$ cat src/rtl/ic_idle_pkg.sv
package ic_idle_pkg;

    typedef enum logic [2:0] {
        S_CONN  = 3'd0,
        S_REQ   = 3'd1,
        S_DRAIN = 3'd2,
        S_HOLD  = 3'd3,
        S_IDLE  = 3'd4,
        S_EXIT  = 3'd5
    } hs_state_e;

    // register selects
    localparam logic [1:0] SEL_CTRL = 2'd0;
    localparam logic [1:0] SEL_TIME = 2'd1;
    localparam logic [1:0] SEL_STAT = 2'd2;

    // control word bit positions
    localparam int CTL_CLR_BIT = 0;
    localparam int CTL_DIS_BIT = 2;
    localparam int CTL_CON_BIT = 3;
    localparam int CTL_WE_OFS  = 16;

    // timing word field positions
    localparam int TM_ACK_LSB  = 0;
    localparam int TM_IDLE_LSB = 8;
    localparam int TM_HOLD_LSB = 16;

    // status word bit positions
    localparam int ST_ERR_BIT  = 0;
    localparam int ST_IDLE_BIT = 2;
    localparam int ST_CONN_BIT = 3;

endpackage

$ cat src/rtl/ic_idle_timer.sv
module ic_idle_timer #(
    parameter int TICK_DIV = 4,
    parameter int CNT_W    = 6
) (
    input  logic             clk,
    input  logic             rst_n,
    input  logic             restart,
    input  logic [CNT_W-1:0] limit,
    output logic             expire
);
    localparam int PW = (TICK_DIV > 1) ? $clog2(TICK_DIV) : 1;

    logic             tick;
    logic [CNT_W-1:0] cnt_q;

    generate
        if (TICK_DIV <= 1) begin : g_no_presc
            assign tick = 1'b1;
        end else begin : g_presc
            logic [PW-1:0] presc_q;
            assign tick = (presc_q == PW'(TICK_DIV - 1));
            always_ff @(posedge clk or negedge rst_n) begin
                if (!rst_n)       presc_q <= '0;
                else if (restart) presc_q <= '0;
                else if (tick)    presc_q <= '0;
                else              presc_q <= presc_q + 1'b1;
            end
        end
    endgenerate

    always_ff @(posedge clk or negedge rst_n) begin
        if (!rst_n)       cnt_q <= '0;
        else if (restart) cnt_q <= '0;
        else if (tick)    cnt_q <= cnt_q + 1'b1;
    end

    assign expire = tick && (cnt_q == limit);

endmodule

$ cat src/rtl/ic_idle_regs.sv
module ic_idle_regs
    import ic_idle_pkg::*;
#(
    parameter int               ACK_W    = 5,
    parameter int               IDLE_W   = 5,
    parameter int               HOLD_W   = 6,
    parameter logic [ACK_W-1:0]  ACK_RST  = 5'd16,
    parameter logic [IDLE_W-1:0] IDLE_RST = 5'd16,
    parameter logic [HOLD_W-1:0] HOLD_RST = 6'd8
) (
    input  logic              clk,
    input  logic              rst_n,
    input  logic              reg_wr,
    input  logic [1:0]        reg_sel,
    input  logic [31:0]       reg_wdata,
    output logic [31:0]       reg_rdata,
    output logic [ACK_W-1:0]  ack_lim,
    output logic [IDLE_W-1:0] idle_lim,
    output logic [HOLD_W-1:0] hold_lim,
    output logic              dis_req,
    output logic              con_req,
    input  logic              err_set,
    input  logic              st_idle,
    input  logic              st_conn
);
    logic ctrl_wr, time_wr, clr_req, err_q;
    logic unused_wbits;

    assign ctrl_wr = reg_wr && (reg_sel == SEL_CTRL);
    assign time_wr = reg_wr && (reg_sel == SEL_TIME);

    // a control bit acts only with its enable 16 places higher
    assign dis_req = ctrl_wr && reg_wdata[CTL_DIS_BIT] && reg_wdata[CTL_DIS_BIT + CTL_WE_OFS];
    assign con_req = ctrl_wr && reg_wdata[CTL_CON_BIT] && reg_wdata[CTL_CON_BIT + CTL_WE_OFS];
    assign clr_req = ctrl_wr && reg_wdata[CTL_CLR_BIT] && reg_wdata[CTL_CLR_BIT + CTL_WE_OFS];

    assign unused_wbits = ^{reg_wdata[31:22], reg_wdata[15:13], reg_wdata[7:5]};

    always_ff @(posedge clk or negedge rst_n) begin
        if (!rst_n) begin
            ack_lim  <= ACK_RST;
            idle_lim <= IDLE_RST;
            hold_lim <= HOLD_RST;
        end else if (time_wr) begin
            ack_lim  <= reg_wdata[TM_ACK_LSB  +: ACK_W];
            idle_lim <= reg_wdata[TM_IDLE_LSB +: IDLE_W];
            hold_lim <= reg_wdata[TM_HOLD_LSB +: HOLD_W];
        end
    end

    // sticky error: set wins over clear
    always_ff @(posedge clk or negedge rst_n) begin
        if (!rst_n)       err_q <= 1'b0;
        else if (err_set) err_q <= 1'b1;
        else if (clr_req) err_q <= 1'b0;
    end

    always_comb begin
        reg_rdata = '0;
        case (reg_sel)
            SEL_TIME: begin
                reg_rdata[TM_ACK_LSB  +: ACK_W]  = ack_lim;
                reg_rdata[TM_IDLE_LSB +: IDLE_W] = idle_lim;
                reg_rdata[TM_HOLD_LSB +: HOLD_W] = hold_lim;
            end
            SEL_STAT: begin
                reg_rdata[ST_ERR_BIT]  = err_q;
                reg_rdata[ST_IDLE_BIT] = st_idle;
                reg_rdata[ST_CONN_BIT] = st_conn;
            end
            default: reg_rdata = '0;
        endcase
    end

    // a window expiry shows in the error bit on the next cycle
    p_err_raised_r5: assert property (@(posedge clk) disable iff (!rst_n)
        err_set |=> err_q);

    // the error bit only falls on a masked clear
    p_err_sticky_r10: assert property (@(posedge clk) disable iff (!rst_n)
        (err_q && !clr_req) |=> err_q);

endmodule

$ cat src/rtl/ic_idle_fsm.sv
module ic_idle_fsm
    import ic_idle_pkg::*;
#(
    parameter int CNT_W = 6
) (
    input  logic             clk,
    input  logic             rst_n,
    input  logic             dis_req,
    input  logic             con_req,
    input  logic             idle_ack,
    input  logic             idle_ind,
    input  logic             expire,
    input  logic [CNT_W-1:0] ack_lim,
    input  logic [CNT_W-1:0] idle_lim,
    input  logic [CNT_W-1:0] hold_lim,
    output logic [CNT_W-1:0] tmr_limit,
    output logic             restart,
    output logic             err_set,
    output logic             idle_req,
    output logic             st_idle,
    output logic             st_conn
);
    hs_state_e state_q, state_d;

    always_ff @(posedge clk or negedge rst_n) begin
        if (!rst_n) state_q <= S_CONN;
        else        state_q <= state_d;
    end

    always_comb begin
        state_d = state_q;
        err_set = 1'b0;
        unique case (state_q)
            S_CONN:  if (dis_req) state_d = S_REQ;
            S_REQ: begin
                if (idle_ack)    state_d = S_DRAIN;
                else if (expire) begin state_d = S_CONN; err_set = 1'b1; end
            end
            S_DRAIN: begin
                if (idle_ind)    state_d = S_HOLD;
                else if (expire) begin state_d = S_CONN; err_set = 1'b1; end
            end
            S_HOLD:  if (expire) state_d = S_IDLE;
            S_IDLE:  if (con_req) state_d = S_EXIT;
            S_EXIT: begin
                if (!idle_ack)   state_d = S_CONN;
                else if (expire) begin state_d = S_CONN; err_set = 1'b1; end
            end
            default: state_d = S_CONN;
        endcase
    end

    assign restart = (state_d != state_q);

    always_comb begin
        case (state_q)
            S_DRAIN: tmr_limit = idle_lim;
            S_HOLD:  tmr_limit = hold_lim;
            default: tmr_limit = ack_lim;
        endcase
    end

    always_comb begin
        idle_req = 1'b0;
        st_idle  = 1'b0;
        st_conn  = 1'b0;
        unique case (state_q)
            S_CONN:  st_conn  = 1'b1;
            S_REQ,
            S_DRAIN: idle_req = 1'b1;
            S_HOLD,
            S_IDLE:  begin idle_req = 1'b1; st_idle = 1'b1; end
            S_EXIT:  idle_req = 1'b0;
            default: idle_req = 1'b0;
        endcase
    end

    // idle and connected are never reported together
    p_status_excl_r1: assert property (@(posedge clk) disable iff (!rst_n)
        $onehot0({st_idle, st_conn}));

    // while waiting for the acknowledge, requests do not move the FSM
    p_req_steady_r9: assert property (@(posedge clk) disable iff (!rst_n)
        (state_q == S_REQ && !idle_ack && !expire) |=> (state_q == S_REQ));

    // Hold only leads to Idle
    p_hold_no_exit_r7: assert property (@(posedge clk) disable iff (!rst_n)
        (state_q == S_HOLD) |=> (state_q == S_HOLD || state_q == S_IDLE));

    // an accepted connect withdraws the idle request
    p_conn_drops_req_r8: assert property (@(posedge clk) disable iff (!rst_n)
        (state_q == S_IDLE && con_req) |=> !idle_req);

endmodule

$ cat src/rtl/ic_idle_ctrl.sv
module ic_idle_ctrl
    import ic_idle_pkg::*;
#(
    parameter int TICK_DIV = 4,
    parameter int ACK_W    = 5,
    parameter int IDLE_W   = 5,
    parameter int HOLD_W   = 6
) (
    input  logic        clk,
    input  logic        rst_n,
    input  logic        reg_wr,
    input  logic [1:0]  reg_sel,
    input  logic [31:0] reg_wdata,
    output logic [31:0] reg_rdata,
    input  logic        idle_ack,
    input  logic        idle_ind,
    output logic        idle_req
);
    localparam int CNT_W0 = (ACK_W > IDLE_W) ? ACK_W : IDLE_W;
    localparam int CNT_W  = (CNT_W0 > HOLD_W) ? CNT_W0 : HOLD_W;

    logic [ACK_W-1:0]  ack_lim;
    logic [IDLE_W-1:0] idle_lim;
    logic [HOLD_W-1:0] hold_lim;
    logic [CNT_W-1:0]  tmr_limit;
    logic dis_req, con_req, err_set, st_idle, st_conn, restart, expire;

    ic_idle_regs #(
        .ACK_W (ACK_W),
        .IDLE_W(IDLE_W),
        .HOLD_W(HOLD_W)
    ) u_regs (
        .clk      (clk),
        .rst_n    (rst_n),
        .reg_wr   (reg_wr),
        .reg_sel  (reg_sel),
        .reg_wdata(reg_wdata),
        .reg_rdata(reg_rdata),
        .ack_lim  (ack_lim),
        .idle_lim (idle_lim),
        .hold_lim (hold_lim),
        .dis_req  (dis_req),
        .con_req  (con_req),
        .err_set  (err_set),
        .st_idle  (st_idle),
        .st_conn  (st_conn)
    );

    ic_idle_fsm #(.CNT_W(CNT_W)) u_fsm (
        .clk      (clk),
        .rst_n    (rst_n),
        .dis_req  (dis_req),
        .con_req  (con_req),
        .idle_ack (idle_ack),
        .idle_ind (idle_ind),
        .expire   (expire),
        .ack_lim  (CNT_W'(ack_lim)),
        .idle_lim (CNT_W'(idle_lim)),
        .hold_lim (CNT_W'(hold_lim)),
        .tmr_limit(tmr_limit),
        .restart  (restart),
        .err_set  (err_set),
        .idle_req (idle_req),
        .st_idle  (st_idle),
        .st_conn  (st_conn)
    );

    ic_idle_timer #(
        .TICK_DIV(TICK_DIV),
        .CNT_W   (CNT_W)
    ) u_tmr (
        .clk    (clk),
        .rst_n  (rst_n),
        .restart(restart),
        .limit  (tmr_limit),
        .expire (expire)
    );

endmodule

$ cat config.mk
export PLATFORM = sky130hd
export DESIGN_NAME = ic_idle_ctrl
export DESIGN_NICKNAME = d
export VERILOG_FILES = /design/src/rtl/ic_idle_pkg.sv /design/src/rtl/ic_idle_timer.sv /design/src/rtl/ic_idle_regs.sv /design/src/rtl/ic_idle_fsm.sv /design/src/rtl/ic_idle_ctrl.sv
export SDC_FILE = /design/constraint.sdc
export NUM_CORES = 1
export LEC_CHECK = 0
export ABC_CLOCK_PERIOD_IN_PS = 5900
export BUFFER_PORTS_ARGS = -buffer_cell sky130_fd_sc_hd__buf_2
export CAP_MARGIN = 25
export CELL_PAD_IN_SITES_DETAIL_PLACEMENT = 1
export CELL_PAD_IN_SITES_GLOBAL_PLACEMENT = 1
export CORE_MARGIN = 4
export CORE_UTILIZATION = 38
export DETAILED_ROUTE_END_ITERATION = 7
export PLACE_DENSITY = 0.83
export SLEW_MARGIN = 0
export SYNTH_ARGS = -nofsm -noshare
export SYNTH_HDL_FRONTEND = slang
export SYNTH_SLANG_ARGS = --single-unit
$ cat constraint.sdc
create_clock -name clk -period 5.9 [get_ports clk]
set_clock_uncertainty 0.15 [all_clocks]
set_input_delay 1.18 -clock clk [delete_from_list [all_inputs] [get_ports clk]]
set_output_delay 1.18 -clock clk [all_outputs]
set_load 0.02 [all_outputs]
Yosys cells after proc, flatten, opt, wreduce, memory -nomap -nowiden
Index checks and enable logic that the tools add are counted.
{"block": "totals", "reg_bits": 28, "input_bits": 39, "output_inout_bits": 33, "elab_cells": 63}
{"block": "classes", "n_addsub": 2, "eq_ne": 10, "mux": 29, "n_reduce_logical": 15}
{"op": "3-bit two-way mux", "count": 7}
{"op": "6-bit two-way mux", "count": 3}
{"op": "3-bit one-hot mux with 6 select lines", "count": 1}
{"op": "6-bit one-hot mux with 2 select lines", "count": 1}
{"op": "1-bit two-way mux", "count": 11}
{"op": "1-bit logical AND", "count": 9}
{"op": "6-bit by 1-bit adder with 6-bit output, second input constant", "count": 1}
{"op": "3-bit by 2-bit equality test with 1-bit output, second input constant", "count": 2}
{"op": "3-bit equality test, second input constant", "count": 2}
{"op": "6-bit equality test", "count": 1}
{"op": "5-bit two-way mux", "count": 1}
{"op": "2-bit equality test, second input constant", "count": 2}
{"op": "2-bit two-way mux", "count": 2}
{"op": "2-bit one-hot mux with 2 select lines", "count": 1}
{"op": "2-bit nonzero test", "count": 2}
{"op": "4-bit OR reduction", "count": 1}
{"op": "3-bit by 1-bit equality test with 1-bit output, second input constant", "count": 1}
{"op": "3-bit logical NOT", "count": 1}
{"op": "3-bit inequality test", "count": 1}
{"op": "1-bit one-hot mux with 3 select lines", "count": 1}
{"op": "2-bit by 1-bit adder with 2-bit output, second input constant", "count": 1}
{"op": "2-bit by 1-bit equality test with 1-bit output, second input constant", "count": 1}
{"op": "2-bit logical NOT", "count": 1}
{"op": "1-bit one-hot mux with 2 select lines", "count": 1}
{"op": "2-bit OR reduction", "count": 1}

Longest topological paths before layout
{"block": "logic_depth", "depth_word": 9, "mapped_depth": 8, "depth_no_buf": 8}

Hierarchy
A second synthesis with hierarchy kept.
{"block": "unflattened", "hier_cells": 180, "area_unflattened_um2": 1880.6}
{"module": "ic_idle_regs", "instances": 1, "cells_per_inst": 82, "area_per_inst_um2": 1019.7, "seq_area_each_um2": 429.2}
{"module": "ic_idle_timer", "instances": 1, "cells_per_inst": 39, "area_per_inst_um2": 431.7, "seq_area_each_um2": 200.2}
{"module": "ic_idle_fsm", "instances": 1, "cells_per_inst": 58, "area_per_inst_um2": 425.4, "seq_area_each_um2": 75.1}
{"module": "ic_idle_ctrl", "instances": 1, "cells_per_inst": 1, "area_per_inst_um2": 3.8, "seq_area_each_um2": 0.0}

Worst setup path before layout
OpenSTA, ideal clock, no wires.
{"block": "synth_path", "path_kind": "input to output", "from": "input port reg_sel[1]", "to": "output port reg_rdata[10]", "t_arrival_ns": 2.028, "t_required_ns": 4.570, "path_slack_ns": 2.542, "path_stages": 5, "path_buffers": 2, "path_cell_list": "inv_1 -> ha_1 -> clkbuf_1 -> clkbuf_1 -> and2_1"}
{"block": "synth_between", "elab_chain_cells": 2}
{"element": "start: declaration", "line": "ic_idle_ctrl.sv:12", "source": "input logic [1:0] reg_sel,"}
{"element": "2-bit by 1-bit equality test with 1-bit output", "line": "ic_idle_regs.sv:60", "source": "case (reg_sel)"}
{"element": "5-bit two-way mux", "line": "ic_idle_regs.sv:60"}
{"element": "end: declaration", "line": "ic_idle_ctrl.sv:14", "source": "output logic [31:0] reg_rdata,"}
No other way between the ends.

Worst setup path after layout
{"block": "layout_path", "from": "input port reg_sel[1]", "to": "output port reg_rdata[2]"}
{"block": "layout_between", "elab_chain_cells": 2, "elab_cells_between_ends": 3, "classes_between": "eq/ne: 2; mux: 1"}
{"element": "2-bit equality test / 2-bit by 1-bit equality test with 1-bit output (equally long branches)", "line": "ic_idle_regs.sv:60"}
{"element": "2-bit one-hot mux with 2 select lines *", "line": "ic_idle_regs.sv:60"}
Every way passes the cells marked *; elsewhere a longest branch is shown, timed or not.

==> flow_summary.json <==
{
  "fp.coreArea_um2": 4474,
  "grt_usage_pct": 14.19,
  "tns_ns": 0,
  "synth_area_um2": 1798,
  "vias": 1329,
  "drc": 0,
  "syn_to_final_growth_pct": 12.18,
  "antenna_found_initial": 0,
  "dieArea_um2": 5896,
  "synth_top_area_share_pct": 34.79,
  "die_w_um": 76.79,
  "fin_hold_ws_ns": 0.2997,
  "clkLatencyLatePin_ns": 0.28,
  "drt-pass1-iter-count": 4,
  "crit_fanout": 17,
  "crit_end": "reg_rdata[2]",
  "drt-total-wl_mm": 4.170,
  "clock-sinks": 28,
  "ys_seq_area_share_pct": 39.18,
  "setup_viol": 0,
  "root_buffer": "clkbuf_8",
  "synth_area_leaders": "dfrtp_1, mux2_2, buf_4",
  "clockBufferDepth": 2,
  "hold_start": "u_tmr.g_presc.presc_q[0]$_DFF_PN0_",
  "r2r_end": "u_fsm.state_q[2]$_DFF_PN0_",
  "hold_viol": 0,
  "ys.warnings.count": 0,
  "grt_pass1_wl_mm": 6.858,
  "critPathSlowestCell": "ha_1",
  "min_path_cells": 1,
  "syn_area_per_cell_um2": 10.04,
  "period_needed_ns": 3.712,
  "cp.depth": 6,
  "synth_edf_count": 0,
  "max_freq_ghz": 0.2694,
  "place.gp.congestion": 0.7779,
  "criticalPathCategory": "in2out",
  "ys_seq_elements": 28,
  "syn_inst": 179,
  "drt-vias-per-instance": 5.053,
  "htreeDepth": 1,
  "path_buf_inv": 3,
  "die_h_um": 76.79,
  "critPathMaxStageDelay_ns": 0.52,
  "r2r_cells": 6,
  "r2r_slack_ns": 3.40,
  "outcome": "complete, no violations",
  "io_buffers": 39,
  "slew_headroom_pct": 52.96,
  "grt_pass1_vias": 1454,
  "drv_slew": 0,
  "worst_ep_arrival_time_ns": 2.38,
  "worst_pin_slew_ns": 0.7055,
  "synthTopCellsByCount": "dfrtp_1, mux2_2, buf_4",
  "fill_cells": 512,
  "ys.flop_type": "dfrtp_1",
  "grt_start_max_net_pins": 29,
  "r2r_start": "u_fsm.state_q[0]$_DFF_PN0_",
  "post-route-period-util_pct": 62.92,
  "pin_count": 72,
  "startpoint": "reg_sel[1]",
  "cts_resized": 0,
  "drive_gt1_share_pct": 33.18,
  "yosysMostFrequentCell": "dfrtp_1",
  "dr.first_iter.drc_count": 40,
  "clk_pin_slew_ns": 0.10,
  "drt.antenna.violating_nets": 0,
  "vdd_drop_max_mv": 0.1151,
  "synth_top_cell_by_area": "dfrtp_1",
  "p_leak_uw": 0.001002,
  "cp-start-kind": "primary input",
  "wire_per_inst_um": 15.86,
  "nets": 256,
  "ys_types": 39,
  "worstPathRequired_ns": 4.57,
  "crit_family": "adder cells",
  "crit_top_cell": "buf_2",
  "critPathCaptureType": "output port",
  "cp_cell_sequence": "buf_2, inv_1, ha_1, a22oi_1, nor2b_1, buf_2",
  "synth-async-reset-ratio_pct": 100.0,
  "ctsHoldBuffers": 0,
  "maxCapViolCount": 0,
  "cts_tree": "built",
  "dp.final_hpwl_mm": 3.100,
  "p_per_area_nw_per_um2": 336.3,
  "grt_setup_unrepaired": "no",
  "grt_overflow": 0,
  "antenna_cells": 0,
  "hp-class": "reg2reg",
  "fp-row-count": 24,
  "cts_buffers": 3,
  "floorplan.initialDensity_pct": 40.18,
  "post_cts_buffers": 0
}
[flip-flops by register name, indices dropped and copies added (netlist names)]
name / count
u_fsm.state_q: 3
u_regs.ack_lim: 5
u_regs.err_q: 1
u_regs.hold_lim: 6
u_regs.idle_lim: 5
u_tmr.cnt_q: 6
u_tmr.g_presc.presc_q: 2
[metrics by stage]
| step | area [µm²] | cells | worst slack [ns] | utilization (%) | power, µW |
|---|---|---|---|---|---|
| 3_5_place_dp | 1946 | 259 | 2.164 | 43.48 | 527.6 |
| 5_1_grt | 2017 | 263 | 2.071 | 45.08 | 723.9 |
| 6_report | 2017 | 263 | 2.188 | 45.08 | 678.4 |
| 3_3_place_gp | 1946 | 259 | 2.235 | 43.48 | 515.0 |
| 4_1_cts | 2017 | 263 | 2.194 | 45.08 | 686.0 |
| 2_1_floorplan | 1854 | 194 | 2.542 | - | 474.2 |
[layer usage]
layer  up-vias  part of all wire, %  wire [µm]  global-route usage, %
met5         -                    0          0                      0
met4         0                  2.0         83                  4.710
met3         9                  4.1        172                  2.108
met2        41                   50       2091                  25.35
met1       643                   44       1824                  17.34
li1        636                    -          -                      -
[worst min path at each step]
stage	slack [ns]	to
finish	0.30	u_tmr.g_presc.presc_q[0]$_DFF_PN0_
detailed placement	0.29	u_tmr.g_presc.presc_q[0]$_DFF_PN0_
floorplan	0.26	u_tmr.g_presc.presc_q[0]$_DFF_PN0_
global route	0.32	u_tmr.g_presc.presc_q[0]$_DFF_PN0_
CTS	0.30	u_tmr.g_presc.presc_q[0]$_DFF_PN0_
global placement	0.28	u_tmr.g_presc.presc_q[0]$_DFF_PN0_
[logic make-up (layout without fill, tap and decap cells)]
logic type	count (synthesis)	count (layout)	share of synthesized area [%]
other cells	1	16	0.2086
buf+inv	31	48	10.44
fa+ha+maj	5	5	3.479
compound gates	21	21	8.281
flops	28	28	39.18
simple gates	53	53	15.45
mux	25	25	15.66
xor+xnor	15	15	7.307
[cells in the final DEF (no fill, tap or decap), types with 5 or more instances in the layout]
master / n
xor2_1: 10
inv_1: 5
o21ai_0: 5
xnor2_1: 5
ha_1: 5
mux2_2: 17
mux2i_1: 6
dfrtp_1: 25
conb_1: 16
nor2_1: 14
buf_2: 39
and2_1: 13
nand2_1: 10
[final cells by class]
| class | instances | area (µm²) | area share, % |
|---|---|---|---|
| tap | 52 | 65.06 | 3.226 |
| timing repair buffer | 39 | 195.2 | 9.677 |
| sequential | 28 | 704.4 | 34.93 |
| clock buffer | 3 | 41.29 | 2.047 |
| clock inverter | 1 | 30.03 | 1.489 |
| inverter | 5 | 18.77 | 0.9305 |
| multi-input combinational | 135 | 962.2 | 47.70 |
[worst register-to-register path, delay by kind of cell (launching register included)]
kind | cells | cell delay [ns]
flops | 1 | 0.81
mux | 2 | 0.61
compound gates | 1 | 0.30
simple gates | 2 | 0.29
xor+xnor | 1 | 0.24
[report_power, final]
group,internal (µW),switching (µW)
Clock,91.0,64.9
Sequential,238,58.2
Combinational,107,120
Total,436,243
Power figures use the tool's default switching activity.
